`config.mk`:
```
export PLATFORM = sky130hd
export DESIGN_NAME = xms_top
export DESIGN_NICKNAME = d
export VERILOG_FILES = /design/src/rtl/xms_pkg.sv /design/src/rtl/xms_rr.sv /design/src/rtl/xms_sram_seq.sv /design/src/rtl/xms_stim.sv /design/src/rtl/xms_top.sv
export SDC_FILE = /design/constraint.sdc
export NUM_CORES = 1
export LEC_CHECK = 0
export ABC_AREA = 1
export ABC_CLOCK_PERIOD_IN_PS = 2700
export BUFFER_PORTS_ARGS = -buffer_cell sky130_fd_sc_hd__clkbuf_2
export CAP_MARGIN = 20
export CORE_MARGIN = 10
export CORE_UTILIZATION = 35
export CTS_BUF_LIST = sky130_fd_sc_hd__clkbuf_16
export DETAILED_ROUTE_END_ITERATION = 8
export GPL_TIMING_DRIVEN = 0
export PLACE_DENSITY_LB_ADDON = 0.3
export SETUP_SLACK_MARGIN = 0.3
export SYNTH_ARGS = -nofsm -noshare
export SYNTH_HDL_FRONTEND = slang
export SYNTH_SLANG_ARGS = --single-unit
```
`constraint.sdc`:
```
create_clock -name clk -period 2.7 [get_ports clk]
set_clock_uncertainty 0.05 [all_clocks]
set_input_delay 0.27 -clock clk [delete_from_list [all_inputs] [get_ports clk]]
set_output_delay 0.27 -clock clk [all_outputs]
set_load 0.005 [all_outputs]
```
`src/rtl/xms_pkg.sv`:
```
package xms_pkg;

  typedef enum logic [1:0] {
    OP_RD  = 2'd0,
    OP_WR  = 2'd1,
    OP_CAS = 2'd2,
    OP_MSK = 2'd3
  } op_e;

  typedef enum logic [1:0] {
    T_IDLE  = 2'd0,
    T_TAKE  = 2'd1,
    T_MEM   = 2'd2,
    T_REPLY = 2'd3
  } tstate_e;

  typedef enum logic [1:0] {
    Q_IDLE = 2'd0,
    Q_ACC  = 2'd1,
    Q_REC  = 2'd2
  } qstate_e;

  // operation from the sign flags of word 0 and word 1
  function automatic op_e op_decode(input logic neg0, input logic neg1);
    case ({neg0, neg1})
      2'b00:   return OP_RD;
      2'b11:   return OP_WR;
      2'b10:   return OP_CAS;
      default: return OP_MSK;
    endcase
  endfunction

endpackage

```
`src/rtl/xms_rr.sv`:
```
module xms_rr #(
  parameter int N = 3,
  localparam int IW = (N > 1) ? $clog2(N) : 1
) (
  input  logic          clk,
  input  logic          rst_n,
  input  logic [N-1:0]  req,
  input  logic          take,
  output logic          any,
  output logic [IW-1:0] pick
);

  logic [IW-1:0] last_q;

  always_comb begin
    any  = 1'b0;
    pick = last_q;
    for (int k = 1; k <= N; k++) begin
      int idx;
      idx = int'(last_q) + k;
      if (idx >= N) idx = idx - N;
      if (!any && req[idx]) begin
        any  = 1'b1;
        pick = IW'(idx);
      end
    end
  end

  always_ff @(posedge clk) begin
    if (!rst_n)    last_q <= IW'(N - 1);
    else if (take) last_q <= pick;
  end

endmodule

```
`src/rtl/xms_sram_seq.sv`:
```
module xms_sram_seq
  import xms_pkg::*;
#(
  parameter int AW   = 20,
  parameter int DW   = 16,
  parameter int WAIT = 2,
  localparam int CW  = $clog2(WAIT + 1) + 1
) (
  input  logic          clk,
  input  logic          rst_n,
  input  logic          go,
  input  logic          go_wr,
  input  logic [AW-1:0] go_addr,
  input  logic [DW-1:0] go_data,
  output logic          done,
  output logic [DW-1:0] rdata,
  output logic [AW-1:0] sram_addr,
  output logic [DW-1:0] sram_wdata,
  input  logic [DW-1:0] sram_rdata,
  output logic          sram_drive,
  output logic          sram_ce_n,
  output logic          sram_we_n,
  output logic          sram_oe_n
);

  qstate_e       st_q;
  logic [CW-1:0] cnt_q;
  logic [AW-1:0] addr_q;
  logic [DW-1:0] data_q;
  logic          wr_q;

  always_ff @(posedge clk) begin
    if (!rst_n) begin
      st_q   <= Q_IDLE;
      cnt_q  <= '0;
      addr_q <= '0;
      data_q <= '0;
      wr_q   <= 1'b0;
      done   <= 1'b0;
      rdata  <= '0;
    end else begin
      done <= 1'b0;
      case (st_q)
        Q_IDLE: begin
          if (go) begin
            addr_q <= go_addr;
            data_q <= go_data;
            wr_q   <= go_wr;
            cnt_q  <= '0;
            st_q   <= Q_ACC;
          end
        end
        Q_ACC: begin
          if (cnt_q == CW'(WAIT)) begin
            if (wr_q) begin
              st_q <= Q_REC;
            end else begin
              rdata <= sram_rdata;
              done  <= 1'b1;
              st_q  <= Q_IDLE;
            end
          end else begin
            cnt_q <= cnt_q + 1'b1;
          end
        end
        Q_REC: begin
          done <= 1'b1;
          st_q <= Q_IDLE;
        end
        default: st_q <= Q_IDLE;
      endcase
    end
  end

  assign sram_addr  = addr_q;
  assign sram_wdata = data_q;
  assign sram_drive = (st_q != Q_IDLE) && wr_q;
  assign sram_ce_n  = (st_q == Q_IDLE);
  assign sram_oe_n  = !((st_q == Q_ACC) && !wr_q);
  assign sram_we_n  = !((st_q == Q_ACC) && wr_q);

endmodule

```
`src/rtl/xms_stim.sv`:
```
module xms_stim #(
  parameter int MW = 16
) (
  input  logic          clk,
  input  logic          rst_n,
  input  logic          set_en,
  input  logic          post_en,
  input  logic [MW-1:0] val,
  output logic [MW-1:0] mask_q,
  output logic [MW-1:0] pulse_q
);

  always_ff @(posedge clk) begin
    if (!rst_n) begin
      mask_q  <= '0;
      pulse_q <= '0;
    end else begin
      pulse_q <= post_en ? (val & mask_q) : '0;
      if (set_en) mask_q <= val;
    end
  end

endmodule

```
`src/rtl/xms_top.sv`:
```
module xms_top
  import xms_pkg::*;
#(
  parameter int NCLI     = 3,
  parameter int WAIT_CYC = 2,
  parameter int PAGE_W   = 4,
  parameter int DATA_W   = 16,
  localparam int WORD_W  = DATA_W + 2,
  localparam int SIGN_B  = WORD_W - 1,
  localparam int AW      = PAGE_W + DATA_W,
  localparam int IW      = (NCLI > 1) ? $clog2(NCLI) : 1
) (
  input  logic                   clk,
  input  logic                   rst_n,
  input  logic [NCLI-1:0]        cli_valid,
  output logic [NCLI-1:0]        cli_ready,
  input  logic [NCLI*WORD_W-1:0] cli_word,
  output logic [NCLI-1:0]        rsp_valid,
  input  logic [NCLI-1:0]        rsp_ready,
  output logic [DATA_W-1:0]      rsp_data,
  output logic [AW-1:0]          sram_addr,
  output logic [DATA_W-1:0]      sram_wdata,
  input  logic [DATA_W-1:0]      sram_rdata,
  output logic                   sram_drive,
  output logic                   sram_ce_n,
  output logic                   sram_we_n,
  output logic                   sram_oe_n,
  output logic [DATA_W-1:0]      stim_pulse
);

  tstate_e          st_q;
  logic [IW-1:0]    owner_q;
  logic [1:0]       cnt_q;
  logic             s0_q, cas_ph_q;
  op_e              op_q;
  logic [DATA_W-1:0] w0_q, w1_q, w2_q, wnew_q, rsp_q;
  logic             go_q, go_wr_q;
  logic [AW-1:0]    go_addr_q;
  logic [DATA_W-1:0] go_data_q;

  logic             arb_any, arb_take;
  logic [IW-1:0]    arb_pick;
  logic             seq_done;
  logic [DATA_W-1:0] seq_rdata;
  logic [DATA_W-1:0] en_mask;

  // current word of the granted client
  logic [WORD_W-1:0] cur_word;
  logic [DATA_W-1:0] cur_val;
  logic              cur_neg, hs;
  logic              pad_unused;
  op_e               kind_now;
  logic              msk_fire;

  assign cur_word   = cli_word[owner_q*WORD_W +: WORD_W];
  assign cur_val    = cur_word[DATA_W-1:0];
  assign cur_neg    = cur_word[SIGN_B];
  assign pad_unused = ^cur_word[SIGN_B-1:DATA_W];
  assign hs         = (st_q == T_TAKE) && cli_valid[owner_q];
  assign kind_now   = (cnt_q == 2'd1) ? op_decode(s0_q, cur_neg) : op_q;
  assign msk_fire   = hs && (cnt_q == 2'd1) && (kind_now == OP_MSK);
  assign arb_take   = (st_q == T_IDLE) && arb_any;

  genvar gi;
  generate
    for (gi = 0; gi < NCLI; gi++) begin : g_cli
      assign cli_ready[gi] = (st_q == T_TAKE)  && (owner_q == IW'(gi));
      assign rsp_valid[gi] = (st_q == T_REPLY) && (owner_q == IW'(gi));
    end
  endgenerate

  assign rsp_data = rsp_q;

  xms_rr #(.N(NCLI)) u_rr (
    .clk  (clk),
    .rst_n(rst_n),
    .req  (cli_valid),
    .take (arb_take),
    .any  (arb_any),
    .pick (arb_pick)
  );

  xms_sram_seq #(.AW(AW), .DW(DATA_W), .WAIT(WAIT_CYC)) u_seq (
    .clk       (clk),
    .rst_n     (rst_n),
    .go        (go_q),
    .go_wr     (go_wr_q),
    .go_addr   (go_addr_q),
    .go_data   (go_data_q),
    .done      (seq_done),
    .rdata     (seq_rdata),
    .sram_addr (sram_addr),
    .sram_wdata(sram_wdata),
    .sram_rdata(sram_rdata),
    .sram_drive(sram_drive),
    .sram_ce_n (sram_ce_n),
    .sram_we_n (sram_we_n),
    .sram_oe_n (sram_oe_n)
  );

  xms_stim #(.MW(DATA_W)) u_stim (
    .clk    (clk),
    .rst_n  (rst_n),
    .set_en (msk_fire && !cur_val[0]),
    .post_en(msk_fire && cur_val[0]),
    .val    (w0_q),
    .mask_q (en_mask),
    .pulse_q(stim_pulse)
  );

  always_ff @(posedge clk) begin
    if (!rst_n) begin
      st_q      <= T_IDLE;
      owner_q   <= '0;
      cnt_q     <= '0;
      s0_q      <= 1'b0;
      cas_ph_q  <= 1'b0;
      op_q      <= OP_RD;
      w0_q      <= '0;
      w1_q      <= '0;
      w2_q      <= '0;
      wnew_q    <= '0;
      rsp_q     <= '0;
      go_q      <= 1'b0;
      go_wr_q   <= 1'b0;
      go_addr_q <= '0;
      go_data_q <= '0;
    end else begin
      go_q <= 1'b0;
      case (st_q)
        T_IDLE: begin
          cnt_q    <= '0;
          cas_ph_q <= 1'b0;
          if (arb_any) begin
            owner_q <= arb_pick;
            st_q    <= T_TAKE;
          end
        end
        T_TAKE: begin
          if (hs) begin
            case (cnt_q)
              2'd0: begin
                w0_q  <= cur_val;
                s0_q  <= cur_neg;
                cnt_q <= 2'd1;
              end
              2'd1: begin
                op_q <= kind_now;
                w1_q <= cur_val;
                if (kind_now == OP_RD) begin
                  go_q      <= 1'b1;
                  go_wr_q   <= 1'b0;
                  go_addr_q <= {w0_q[PAGE_W-1:0], cur_val};
                  st_q      <= T_MEM;
                end else if (kind_now == OP_MSK) begin
                  st_q <= T_IDLE;
                end else begin
                  cnt_q <= 2'd2;
                end
              end
              2'd2: begin
                w2_q <= cur_val;
                if (op_q == OP_WR) begin
                  go_q      <= 1'b1;
                  go_wr_q   <= 1'b1;
                  go_addr_q <= {w0_q[PAGE_W-1:0], w1_q};
                  go_data_q <= cur_val;
                  st_q      <= T_MEM;
                end else begin
                  cnt_q <= 2'd3;
                end
              end
              default: begin
                wnew_q    <= cur_val;
                go_q      <= 1'b1;
                go_wr_q   <= 1'b0;
                go_addr_q <= {w1_q[PAGE_W-1:0], w2_q};
                st_q      <= T_MEM;
              end
            endcase
          end
        end
        T_MEM: begin
          if (seq_done) begin
            case (op_q)
              OP_RD: begin
                rsp_q <= seq_rdata;
                st_q  <= T_REPLY;
              end
              OP_CAS: begin
                if (cas_ph_q) begin
                  rsp_q <= '1;
                  st_q  <= T_REPLY;
                end else if (seq_rdata == w0_q) begin
                  go_q      <= 1'b1;
                  go_wr_q   <= 1'b1;
                  go_data_q <= wnew_q;
                  cas_ph_q  <= 1'b1;
                end else begin
                  rsp_q <= '0;
                  st_q  <= T_REPLY;
                end
              end
              default: st_q <= T_IDLE;
            endcase
          end
        end
        T_REPLY: begin
          if (rsp_ready[owner_q]) st_q <= T_IDLE;
        end
        default: st_q <= T_IDLE;
      endcase
    end
  end

endmodule

```
-- Word-level counts from Yosys, hierarchy flattened
Cells that the tools add are included.
- reductions and logical operators: 54
- shift operators: 1
- bitwise gates (word level): 4
- add/sub/neg operators: 7
- eq/ne operators: 40
- muxes and demuxes: 88
- $mul: 1
- order comparisons: 7
- operators with widths (cell ; count):
    $mux 16 ; 9
    $ge 32x3->1 const B ; 3
    $lt 32x4->1 const B ; 3
    $mux 32 ; 3
    $sub 32x3->32 const B ; 3
    $pmux 16 s2 ; 2
    $pmux 20 s3 ; 1
    $shiftx 54x8->18 ; 1
    $mux 2 ; 20
    $mux 20 ; 2
    $mux 1 ; 30
    $reduce_and 3->1 ; 7
    $eq 2x2->1 const B ; 9
    $pmux 2 s3 ; 3
    $logic_and 1x1->1 ; 17
    $and 16x16->16 ; 1
    $eq 16x16->1 ; 1
    $ne 2x2->1 const B ; 8
    $reduce_and 8->1 ; 2
    $ne 3x3->1 const B ; 5
    $logic_not 2->1 ; 7
    $ne 2x1->1 const B ; 7
    $pmux 2 s2 ; 3
    $reduce_bool 2->1 ; 6
    other kinds (25) ; 49
- word-level logic and storage cells: 227
- bits in registers: 221
- output and inout port bits: 78
- input bits: 78

-- Longest topological paths before layout
Gate-level depths: netlist (run 1).
- word-level depth: 15
- mapped depth: 18
- mapped depth without buffers: 16

-- Hierarchy
Synthesis (run 1) repeated with hierarchy kept, for this count alone.
- cell total of the unflattened synthesis: 1523
- area total of the unflattened synthesis: 10395.0 sq um
- modules (own cells, without submodules) (module ; cells an instance ; times used ; area an instance (sq um) ; seq. area each (sq um)):
    xms_top ; 1022 ; 1 ; 6500.0 ; 2562.5
    xms_sram_seq ; 286 ; 1 ; 2378.5 ; 1181.1
    xms_stim ; 151 ; 1 ; 1118.6 ; 640.6
    xms_rr ; 64 ; 1 ; 397.9 ; 40.0

-- Worst setup path before layout (run 1)
OpenSTA, ideal clock, no wires.
- path type: register to register
- start point: register owner_q[0]
- end point: register st_q[0]
- setup slack: 202 ps
- arrival time: 2334 ps
- stages on the path, launching flop included: 16
- setup time: 114 ps
- data required time: 2536 ps
- clock period less this slack: 2498 ps
- path buffers: 2
- path through: dfxtp_1 -> buf_4 -> clkinv_2 -> nor2_2 -> buf_2 -> nand2_1 -> nand3_1 -> ha_1 -> o21ai_1 -> nand3_1 -> nand3_1 -> nand3_1 -> nor2_1 -> nand3_1 -> nand2_1 -> nor2_1
- cells in the longest elaborated chain, start to end: 10
- elaborated cells on any way between the ends: 22
- those cells by class: mul (1); eq/ne (6); shift (1); mux (10); reduce/logical (4)
- RTL lines (item ; line ; source):
    from (decl) ; xms_top.sv:32 ; logic [IW-1:0] owner_q;
    from (signal assigned) ; xms_top.sv:135 ; owner_q <= arb_pick;
    $mul 2x4->6 * ; xms_top.sv:55 ; assign cur_word = cli_word[owner_q*WORD_W +: WORD_W];
    $shiftx 54x8->18 * ; xms_top.sv:55 ;
    named net cur_word[17] ; xms_top.sv:48 ; logic [WORD_W-1:0] cur_word;
    $eq 2x2->1 or $logic_not 2->1 (tied branches) ; xms_pkg.sv:25 ; case ({neg0, neg1})
    $pmux 2 s3 * ; xms_pkg.sv:25 ;
    $mux 2 * ; xms_top.sv:60 ; assign kind_now = (cnt_q == 2'd1) ? op_decode(s0_q, cur_neg) : op_q;
    $logic_not 2->1 ; xms_top.sv:150 ; if (kind_now == OP_RD) begin
    $mux 2 ; xms_top.sv:150 ;
    $pmux 2 s3 ; xms_top.sv:141 ; case (cnt_q)
    $mux 2 ; xms_top.sv:140 ; if (hs) begin
    $pmux 2 s4 ; xms_top.sv:130 ; case (st_q)
    to (signal assigned) ; xms_top.sv:136 ; st_q <= T_TAKE;
    to (signal assigned) ; xms_top.sv:154 ; st_q <= T_MEM;
    to (signal assigned) ; xms_top.sv:156 ; st_q <= T_IDLE;
    to (decl) ; xms_top.sv:31 ; tstate_e st_q;
Mark *: on every way through the listed nets, which the timed path passes. The rest lies on a longest branch. The select of a mux whose other input is x is not followed.
A chain may end at the register's enable or synchronous reset.

-- Worst setup path in the final report (run 1)
- start point: register owner_q[0]
- end point: register go_addr_q[15]
- cells in the longest elaborated chain, start to end: 8
- elaborated cells on any way between the ends: 15
- those cells by class: mul (1); eq/ne (3); shift (1); mux (6); reduce/logical (4)
- RTL lines (item ; line ; source):
    $mul 2x4->6 * ; xms_top.sv:55 ;
    $shiftx 54x8->18 * ; xms_top.sv:55 ;
    named net cur_word[17] ; xms_top.sv:48 ;
    $eq 2x2->1 or $logic_not 2->1 (tied branches) ; xms_pkg.sv:25 ;
    $pmux 2 s3 * ; xms_pkg.sv:25 ;
    $mux 2 * ; xms_top.sv:60 ;
    $logic_not 2->1 * ; xms_top.sv:150 ;
    $ne 2x1->1 (no source line) * ; - ;
    $reduce_and 5->1 (no source line) * ; - ;
    to (signal assigned) ; xms_top.sv:153 ; go_addr_q <= {w0_q[PAGE_W-1:0], cur_val};
    to (signal assigned) ; xms_top.sv:166 ; go_addr_q <= {w0_q[PAGE_W-1:0], w1_q};
    to (signal assigned) ; xms_top.sv:177 ; go_addr_q <= {w1_q[PAGE_W-1:0], w2_q};
    to (decl) ; xms_top.sv:38 ; logic [AW-1:0] go_addr_q;
Marks and branches as above.

==> flow_summary.json, run 1 <==
{
  "die_w_um": 187,
  "cts_tree": "done",
  "hold_viol_final": 0,
  "area_growth_pct": 24.9,
  "final_cells": 1984,
  "maxSlewViolCount": 0,
  "period_minus_slack_ns": 2.29,
  "initial_core_util": 0.353,
  "max_cap_viol_count": 0,
  "drive_gt1_frac": 0.172,
  "synth_edf_count": 0,
  "peakVddDrop_v": 0.000630,
  "grt_pass1_wl_mm": 50.1,
  "clk_path_buf_depth": 3,
  "final_common_cell": "nand2_1",
  "cts-buffers-inserted": 25,
  "yosysSeqAreaShare": 0.450,
  "dr_wl_met2_mm": 14.8,
  "drc": 0,
  "grt_max_degree": 14,
  "dp_hpwl_mm": 24.4,
  "fin_ws_ns": 0.409,
  "endpoint_kind": "flop",
  "dp_cells": 1920,
  "tightest_slew_ns": 0.790,
  "synth-seq-cells": 220,
  "fp.coreArea_um2": 27700,
  "synth_nets": 1489,
  "antenna_found_initial": 0,
  "drtAntennaViolNets": 0,
  "start_kind": "flop",
  "clkSinkCount": 220,
  "setup_viol": 0,
  "ioPinCount": 156,
  "fmax_mhz": 436,
  "cp.required_ns": 3.06,
  "status": "finished, final reports clean",
  "avgRoutedWirePerCell_um": 16.5,
  "cts-root-buf": "clkbuf_16",
  "grt-ovfl-total": 0,
  "h-tree-depth": 1,
  "cp_max_fo": 6,
  "fin_nets": 1685,
  "totalPowerFinal_mw": 10.6,
  "drtIter0Drc": 767,
  "synthCells": 1391,
  "num_vias": 9784,
  "ys_warn_count": 0,
  "gp_congestion": 0.914,
  "viasPerCell": 4.93,
  "synth.distinct_cells": 35,
  "pwr_density_cell_nw_per_um2": 865,
  "gr-usage-all-layers": 0.176,
  "final.period_utilization": 0.849,
  "rrSetupSlack_ns": 0.41,
  "rsz0062_at_grt": "true",
  "async_flop_share": 0,
  "ys.flop_type": "dfxtp_1",
  "rows": 61,
  "io_buffer_count": 151,
  "nFillCells": 2868,
  "wl_mm": 32.7,
  "final_cell_mix": "294 x nand2_1, 218 x dfxtp_1, 177 x o21ai_0, 174 x nor2_1, 157 x clkbuf_2",
  "dr.max_layer_used": "met4",
  "syn-cell-area_um2": 9780,
  "antennaDiodeCount": 0,
  "pre_cts_ws_ns": -0.526,
  "die_area_um2": 35000,
  "drtPass1Iterations": 8,
  "die_h_um": 187,
  "slew_headroom": 0.473,
  "min_path_type": "in -> reg",
  "hold_slack_ns": 0.00940,
  "clock_latency_ns": 0.53,
  "worstSetupPathType": "reg -> reg",
  "grt_pass1_vias": 9105,
  "syn_area_per_cell_um2": 7.03,
  "arrival_ns": 2.65,
  "leakage_nw": 5.25,
  "wl_met1_mm": 15.3,
  "clk_pin_slew_ns": 0.06,
  "wl_met3_mm": 2.00
}
[Yosys cell counts, types with 3 or more instances]
master | instances | area share
a21oi_1 | 150 | 0.077
a22oi_1 | 5 | 0.0038
buf_1 | 7 | 0.0027
buf_2 | 15 | 0.0077
clkbuf_1 | 54 | 0.021
dfxtp_1 | 220 | 0.45
ha_1 | 20 | 0.026
inv_1 | 109 | 0.042
inv_2 | 3 | 0.0012
nand2_1 | 299 | 0.11
nand2_2 | 4 | 0.0026
nand3_1 | 52 | 0.027
nand3b_1 | 17 | 0.013
nand4_1 | 4 | 0.0026
nor2_1 | 177 | 0.068
nor2_2 | 13 | 0.0083
nor3_1 | 18 | 0.0092
o21ai_0 | 191 | 0.098
o21ai_1 | 12 | 0.0061
[critical path: stages (launching register included)]
cell and delay [ns]:
dfxtp_4 0.36, buf_12 0.14, clkinv_8 0.06, nor2_4 0.14
buf_8 0.13, nand2_4 0.05, nand3_4 0.09, ha_4 0.23
nand2_2 0.05, o21ai_1 0.06, nand2_1 0.11, nand2_1 0.07
inv_2 0.11, nor3_4 0.04, buf_6 0.14, clkbuf_16 0.15
o21ai_1 0.13, a21oi_1 0.05
[cell type report]
class | instances | area (µm²) | share of cell area
Inverter | 115 | 450 | 0.0369
Multi-Input combinational cell | 976 | 4720 | 0.387
Clock buffer | 25 | 626 | 0.0512
Sequential cell | 220 | 4410 | 0.361
Timing Repair Buffer | 169 | 928 | 0.0760
Clock inverter | 21 | 189 | 0.0155
Buffer | 80 | 414 | 0.0339
Tap cell | 378 | 473 | 0.0387
[metal layers]
metal	global-route usage	vias to the layer above
li1	-	4923
met1	0.235	4514
met2	0.287	308
met3	0.0324	39
met4	0.0403	0
met5	0	-
[worst paths after layout]
check / from / to / cells after the start
min reg2reg: u_stim.mask_q[3] / u_stim.pulse_q[3] / 2
max: owner_q[0] / go_addr_q[15] / 17
min: sram_rdata[7] / u_seq.rdata[7] / 3
max reg2reg: owner_q[0] / go_addr_q[15] / 17
[cell families after synthesis]
logic type                 Yosys count  synth area share
DFF                                220             0.450
and+or+nand+nor                    592             0.256
AOI/OAI and AO/OA                  364             0.189
adders and majority gates           20            0.0256
buffers and inverters              195            0.0790
[flip-flops by register name, summed over array words and instances (netlist names), 2 cells and up]
| signal | count |
|---|---|
| u_seq.cnt_q | 3 |
| owner_q | 2 |
| w1_q | 16 |
| u_seq.rdata | 16 |
| go_data_q | 16 |
| u_seq.sram_addr | 20 |
| u_seq.sram_wdata | 16 |
| cnt_q | 2 |
| rsp_data | 16 |
| u_stim.mask_q | 16 |
| u_seq.st_q | 2 |
| u_stim.pulse_q | 16 |
| w0_q | 16 |
| op_q | 2 |
| st_q | 2 |
| wnew_q | 16 |
| w2_q | 16 |
| go_addr_q | 20 |
[power by group]
group | total [mW] | switching [mW] | internal, mW
clock | 3.38 | 1.40 | 1.98
combinational | 3.40 | 2.31 | 1.09
sequential | 3.79 | 0.218 | 3.57
[stage by stage]
step	instance area (µm²)	TNS, ns	utilization
after global placement	11000	-16.99	0.398
after floorplan	9790	0	-
after global routing	12200	0	0.441
final	12200	0	0.441
after CTS	12100	0	0.435
after detailed placement	11000	-18.12	0.398
[what timing repair did]
item | CTS | global route
setup endpoints to repair | 81 | 84
gates resized for setup | 35 | 48
setup buffers | 8 | 3
endpoints found under the hold margin | 5 | 0
cloned | 0 | 2
hold buffers | 5 | 0
pin swaps | 6 | 4
(Power assumes the default switching activity.)
==> run 2, diff against run 1 <==
--- a/config.mk
+++ b/config.mk
@@ -5,8 +5,8 @@
 export SDC_FILE = /design/constraint.sdc
 export NUM_CORES = 1
 export LEC_CHECK = 0
-export ABC_AREA = 1
-export ABC_CLOCK_PERIOD_IN_PS = 2700
+export ABC_AREA = 0
+export ABC_CLOCK_PERIOD_IN_PS = 2400
 export BUFFER_PORTS_ARGS = -buffer_cell sky130_fd_sc_hd__clkbuf_2
 export CAP_MARGIN = 20
 export CORE_MARGIN = 10
==> constraint.sdc (replaced) <==
create_clock -name clk -period 2.4 [get_ports clk]
set_clock_uncertainty 0.05 [all_clocks]
set_input_delay 0.24 -clock clk [delete_from_list [all_inputs] [get_ports clk]]
set_output_delay 0.24 -clock clk [all_outputs]
set_load 0.005 [all_outputs]
==> flow_summary.json, run 2 <==
{
  "sw_frac_of_total": 0.335,
  "peakVddDrop_v": 0.000522,
  "tns_ns": 0,
  "die_h_um": 187,
  "cts-buffers-inserted": 26,
  "gr-usage-all-layers": 0.173,
  "setup_viol": 0,
  "gp_congestion": 0.887,
  "drive_gt1_frac": 0.315,
  "async_flop_share": 0,
  "drtAntennaViolNets": 0,
  "yosysTopAreaCell": "dfxtp_1",
  "fmax_mhz": 420,
  "worst_path_max_delay_cell": "or4_4",
  "fin_nets": 1475,
  "hold_viol_final": 0,
  "tightest_slew_ns": 0.758,
  "seqPwrFrac": 0.353,
  "synth-seq-cells": 220,
  "final_cell_mix": "231 x nand2_1, 209 x dfxtp_1, 161 x clkbuf_2, 55 x a21boi_0, 53 x o211a_1",
  "io_buffer_count": 151,
  "fp.coreArea_um2": 27200,
  "combinationalPowerShare": 0.317,
  "die_w_um": 187,
  "antenna_found_initial": 0,
  "yosysMostFrequentCell": "nand2_1",
  "status": "finished, final reports clean",
  "clk_path_buf_depth": 3,
  "dp_hpwl_mm": 23.1,
  "max_cap_viol_count": 0,
  "min_path_type": "in -> reg",
  "p_clk_frac": 0.331,
  "ys_warn_count": 0,
  "p_sw_mw": 3.96,
  "rsz0062_at_grt": "true",
  "leakage_nw": 5.88,
  "h-tree-depth": 1,
  "start_kind": "flop",
  "initial_core_util": 0.358,
  "die_area_um2": 34800,
  "viasPerCell": 5.11,
  "synth.distinct_cells": 54,
  "cp_common_cell": "buf_8",
  "slew_headroom": 0.495,
  "area_growth_pct": 40.2,
  "crit_chain": "buf_6 > clkbuf_16 > mux2i_4 > o21ai_4 > ha_4 > or4_4 > buf_8 > buf_8 > nand3_1 > o21ai_1",
  "synth.area.top_cells": "dfxtp_1 45%, nand2_1 9.8%, o211a_1 5.5%, a21boi_0 4.2%, mux2i_1 4.1%",
  "hold_slack_ns": 0.0913,
  "period_minus_slack_ns": 2.38,
  "synth_common_cells": "254 x nand2_1, 220 x dfxtp_1, 71 x clkbuf_1, 62 x o21ai_0, 55 x a21boi_0",
  "ioPinCount": 156,
  "clk_pin_slew_ns": 0.06,
  "final_common_cell": "nand2_1",
  "arrival_ns": 2.75,
  "drc": 0,
  "antennaDiodeCount": 0,
  "ys.flop_type": "dfxtp_1",
  "p_int_mw": 7.88,
  "cts_tree": "done",
  "grt-ovfl-total": 0,
  "synth_nets": 1220,
  "path_buf_inv": 4,
  "maxSlewViolCount": 0,
  "cp_max_fo": 10,
  "rows": 60,
  "syn-cell-area_um2": 9720,
  "syn_area_per_cell_um2": 8.66,
  "clkSinkCount": 220,
  "endpoint_kind": "flop",
  "grt_pass1_vias": 8909,
  "synth.top_cell.area_share": 0.453,
  "totalPowerFinal_mw": 11.8,
  "yosysSeqAreaShare": 0.453,
  "final.period_utilization": 0.991,
  "nFillCells": 2566,
  "cts-root-buf": "clkbuf_16",
  "drtIter0Drc": 619,
  "synth_edf_count": 0,
  "clock_latency_ns": 0.53,
  "synthCells": 1122,
  "pwr_density_cell_nw_per_um2": 869,
  "grt_pass1_wl_mm": 49.4,
  "wl_mm": 32.4,
  "critPathMaxStageDelay_ns": 0.55,
  "cp.required_ns": 2.77,
  "worstSetupPathType": "reg -> reg",
  "num_vias": 9032,
  "cp_top_family": "simple AND/OR/NAND/NOR gates",
  "drtPass1Iterations": 6,
  "grt_max_degree": 14,
  "avgRoutedWirePerCell_um": 18.3
}
[run 2: cell count changes after synthesis, sizes merged, moves of 21 or more]
cell,change
and3,+24
a21oi,-124
nor2b,+25
nor2,-165
nand2,-50
a21boi,+56
o211a,+51
inv,-97
nand3,-21
and2,+40
mux2i,+40
o21ai,-124
[run 2: cell type report]
| class | instances | area (µm²) | area share |
|---|---|---|---|
| clock inverters | 20 | 170 | 0.0125 |
| inverters | 16 | 60.1 | 0.00441 |
| clock buffers | 27 | 676 | 0.0496 |
| repair buffers | 227 | 1620 | 0.119 |
| well taps | 372 | 465 | 0.0341 |
| plain buffers | 88 | 674 | 0.0495 |
| multi-input cells | 798 | 5550 | 0.407 |
| flip-flops and latches | 220 | 4420 | 0.324 |
[run 2: stage by stage]
| step | cell area, µm² | setup slack, ns | util | std cells |
|---|---|---|---|---|
| floorplan | 9870 | 0.147 | - | 1122 |
| finish | 13600 | 0.0204 | 0.502 | 1768 |
| detailed placement | 11100 | -0.221 | 0.408 | 1645 |
| global route | 13600 | -0.0451 | 0.502 | 1768 |
| global placement | 11100 | -0.217 | 0.408 | 1645 |
| CTS | 12800 | 0.0181 | 0.473 | 1744 |
[run 2: path summary, 6_finish.rpt]
check	startpoint	depth (start not counted)	endpoint	slack [ns]
setup / recovery	owner_q[1]	10	u_stim.mask_q[14]	0.02
hold / removal	cli_valid[2]	3	u_rr.last_q[1]	0.09
setup reg to reg	owner_q[1]	10	u_stim.mask_q[14]	0.02
hold reg to reg	u_stim.mask_q[3]	2	u_stim.mask_q[3]	0.40
[run 2: per-layer routing]
layer / GRT usage / vias to the layer above / wire, µm
met2: 0.285 / 302 / 15100
met5: 0 / - / 0
li1: - / 4400 / -
met4: 0.0478 / 0 / 770
met3: 0.0350 / 64 / 1950
met1: 0.223 / 4266 / 14600
[run 2: cells by family (layout without fill, tap and decap cells)]
| family | Yosys count | after routing | share of synthesized area |
|---|---|---|---|
| buffers and inverters | 104 | 378 | 0.0427 |
| flip-flops | 220 | 220 | 0.453 |
| adder cells (fa/ha/maj) | 20 | 20 | 0.0257 |
| multiplexers | 41 | 41 | 0.0423 |
| AND/OR/NAND/NOR | 436 | 436 | 0.208 |
| AO/OA/AOI/OAI | 284 | 284 | 0.213 |
| XOR/XNOR | 17 | 17 | 0.0153 |
[run 2: what timing repair did]
| item | in CTS | in global routing |
|---|---|---|
| endpoints found under the hold margin | 17 | 0 |
| hold buffers | 17 | 0 |
| cloned | 3 | 6 |
| setup buffers | 32 | 18 |
| endpoints found under the setup margin | 175 | 201 |
| gates resized for setup | 115 | 186 |
| pin swaps | 33 | 22 |
[run 2: power groups by stage]
stage | clock, mW | sequential, mW | combinational [mW]
6_report | 3.92 | 4.18 | 3.75
2_1_floorplan | 0 | 4.10 | 1.91
3_5_place_dp | 0 | 4.22 | 2.72
4_1_cts | 3.96 | 4.15 | 3.32
5_1_grt | 4.10 | 4.20 | 4.01
3_3_place_gp | 0 | 4.21 | 2.69
[run 2: tightest hold or removal path, cell delays in order]
cell and delay (ns):
clkbuf_2 0.15, o211ai_1 0.15, nand3_1 0.08
==> run 3, diff against run 2 <==
--- a/config.mk
+++ b/config.mk
@@ -5,15 +5,15 @@
 export SDC_FILE = /design/constraint.sdc
 export NUM_CORES = 1
 export LEC_CHECK = 0
-export ABC_AREA = 0
+export ABC_AREA = 1
 export ABC_CLOCK_PERIOD_IN_PS = 2400
 export BUFFER_PORTS_ARGS = -buffer_cell sky130_fd_sc_hd__clkbuf_2
 export CAP_MARGIN = 20
+export CORE_ASPECT_RATIO = 1.5
 export CORE_MARGIN = 10
 export CORE_UTILIZATION = 35
 export CTS_BUF_LIST = sky130_fd_sc_hd__clkbuf_16
 export DETAILED_ROUTE_END_ITERATION = 8
-export GPL_TIMING_DRIVEN = 0
 export PLACE_DENSITY_LB_ADDON = 0.3
 export SETUP_SLACK_MARGIN = 0.3
 export SYNTH_ARGS = -nofsm -noshare
==> flow_summary.json, run 3 (synthesis results as in run 1) <==
{
  "status": "finished, final reports clean",
  "die_h_um": 225,
  "final_cell_mix": "291 x nand2_1, 214 x dfxtp_1, 181 x o21ai_0, 172 x nor2_1, 151 x clkbuf_2",
  "rsz0062_at_grt": "true",
  "area_growth_pct": 25.6,
  "totalPowerFinal_mw": 11.7,
  "max_cap_viol_count": 0,
  "dp_cells": 1836,
  "io_buffer_count": 152,
  "grt_pass1_wl_mm": 47.1,
  "rows": 74,
  "viasPerCell": 4.92,
  "fin_nets": 1648,
  "worstSetupPathType": "reg -> reg",
  "tightest_slew_ns": 0.578,
  "h-tree-depth": 1,
  "cp_max_fo": 5,
  "arrival_ns": 2.49,
  "antenna_found_initial": 0,
  "grt_pass1_vias": 9061,
  "cts_tree": "done",
  "initial_core_util": 0.357,
  "fmax_mhz": 474,
  "endpoint_kind": "flop",
  "grt-ovfl-total": 0,
  "die_w_um": 156,
  "clkSinkCount": 220,
  "wl_mm": 30.4,
  "slew_headroom": 0.614,
  "tns_ns": 0,
  "pwr_density_cell_nw_per_um2": 953,
  "avgRoutedWirePerCell_um": 15.9,
  "final_common_cell": "nand2_1",
  "gr-usage-all-layers": 0.164,
  "start_kind": "flop",
  "final_cells": 1908,
  "min_path_type": "in -> reg",
  "ioPinCount": 156,
  "drive_gt1_frac": 0.198,
  "hold_viol_final": 0,
  "drtAntennaViolNets": 0,
  "leakage_nw": 5.30,
  "fp.coreArea_um2": 27400,
  "final.period_utilization": 0.880,
  "gp_congestion": 0.859,
  "peakVddDrop_v": 0.000466,
  "cts-buffers-inserted": 22,
  "drtIter0Drc": 667,
  "clock_latency_ns": 0.51,
  "cp.required_ns": 2.78,
  "clk_pin_slew_ns": 0.06,
  "grt_max_degree": 97,
  "die_area_um2": 35200,
  "setup_viol": 0,
  "clk_path_buf_depth": 3,
  "antennaDiodeCount": 0,
  "drtPass1Iterations": 7,
  "maxSlewViolCount": 0,
  "dp_hpwl_mm": 20.4,
  "period_minus_slack_ns": 2.11,
  "drc": 0,
  "num_vias": 9381,
  "cts-root-buf": "clkbuf_16"
}
run 3: changes by cell type in the layout (fill, tap and decap cells not counted), sizes merged, moves of 25 or more:
cell,before,now
a21boi,56,0
a21oi,26,150
and2,40,0
buf,88,53
clkbuf,237,177
inv,20,109
mux2i,40,0
nand2,254,304
nor2,28,193
nor2b,25,0
o211a,53,2
o21ai,79,203
run 3: final timing paths:
path	startpoint	end	slack (ns)	cells past startpoint
worst min-delay path	sram_rdata[8]	u_seq.rdata[8]	0.004	3
worst max-delay path	owner_q[0]	go_addr_q[16]	0.29	15
worst min register to register	u_stim.mask_q[3]	u_stim.pulse_q[3]	0.39	2
worst max register to register	owner_q[0]	go_addr_q[16]	0.29	15
run 3: per-layer routing:
metal / global-route usage / part of all wire / up-vias
li1: - / - / 4814
met5: 0 / 0 / -
met4: 0.0479 / 0.023 / 0
met1: 0.196 / 0.43 / 4261
met2: 0.297 / 0.50 / 264
met3: 0.0216 / 0.046 / 42
run 3: worst max-delay path: stages (launching register included):
cell and delay (ns):
dfxtp_4 0.39, clkinv_4 0.08, nor2_4 0.04, nand2_2 0.07, nand3_4 0.09, ha_4 0.31
nand2_2 0.05, o21ai_2 0.06, nand2_2 0.08, nand2_2 0.06, inv_2 0.05, nor3_4 0.15
buf_6 0.18, clkbuf_16 0.16, o21ai_0 0.07, a21oi_1 0.13
run 3: final cells by class:
| type | instances | area [µm²] |
|---|---|---|
| repair buffers | 214 | 1450 |
| multi-input cells | 976 | 4800 |
| well taps | 342 | 428 |
| flip-flops and latches | 220 | 4420 |
| repair inverters | 1 | 7.51 |
| clock inverters | 17 | 150 |
| inverters | 115 | 450 |
| fillers | 2829 | 15100 |
| clock buffers | 23 | 576 |
run 3: power by group:
part           leakage, nW  switching [mW]  internal, mW
Combinational         3.16            2.55          1.38
Sequential            1.78           0.281          4.02
Clock                0.356            1.51          1.97
Total                 5.30            4.33          7.37
run 3: what timing repair did:
action                                 in CTS  in global routing
endpoints found under the hold margin       7                  0
hold buffers                                7                  0
resized for setup                          16                 41
buffers inserted                           11                  7
gates cloned                                3                  4
pin swaps                                   1                  6
setup endpoints to repair                  73                160
run 3: stage by stage:
step | hold WS (ns) | setup slack, ns | area, µm² | util
6_report | 0.00413 | 0.288 | 12300 | 0.448
5_1_grt | 0.00739 | 0.181 | 12300 | 0.448
3_5_place_dp | 0.386 | 0.130 | 11000 | 0.401
2_1_floorplan | 0.362 | 0.281 | 9880 | -
4_1_cts | 0.00414 | 0.267 | 12000 | 0.437
3_3_place_gp | 0.383 | 0.178 | 11000 | 0.401
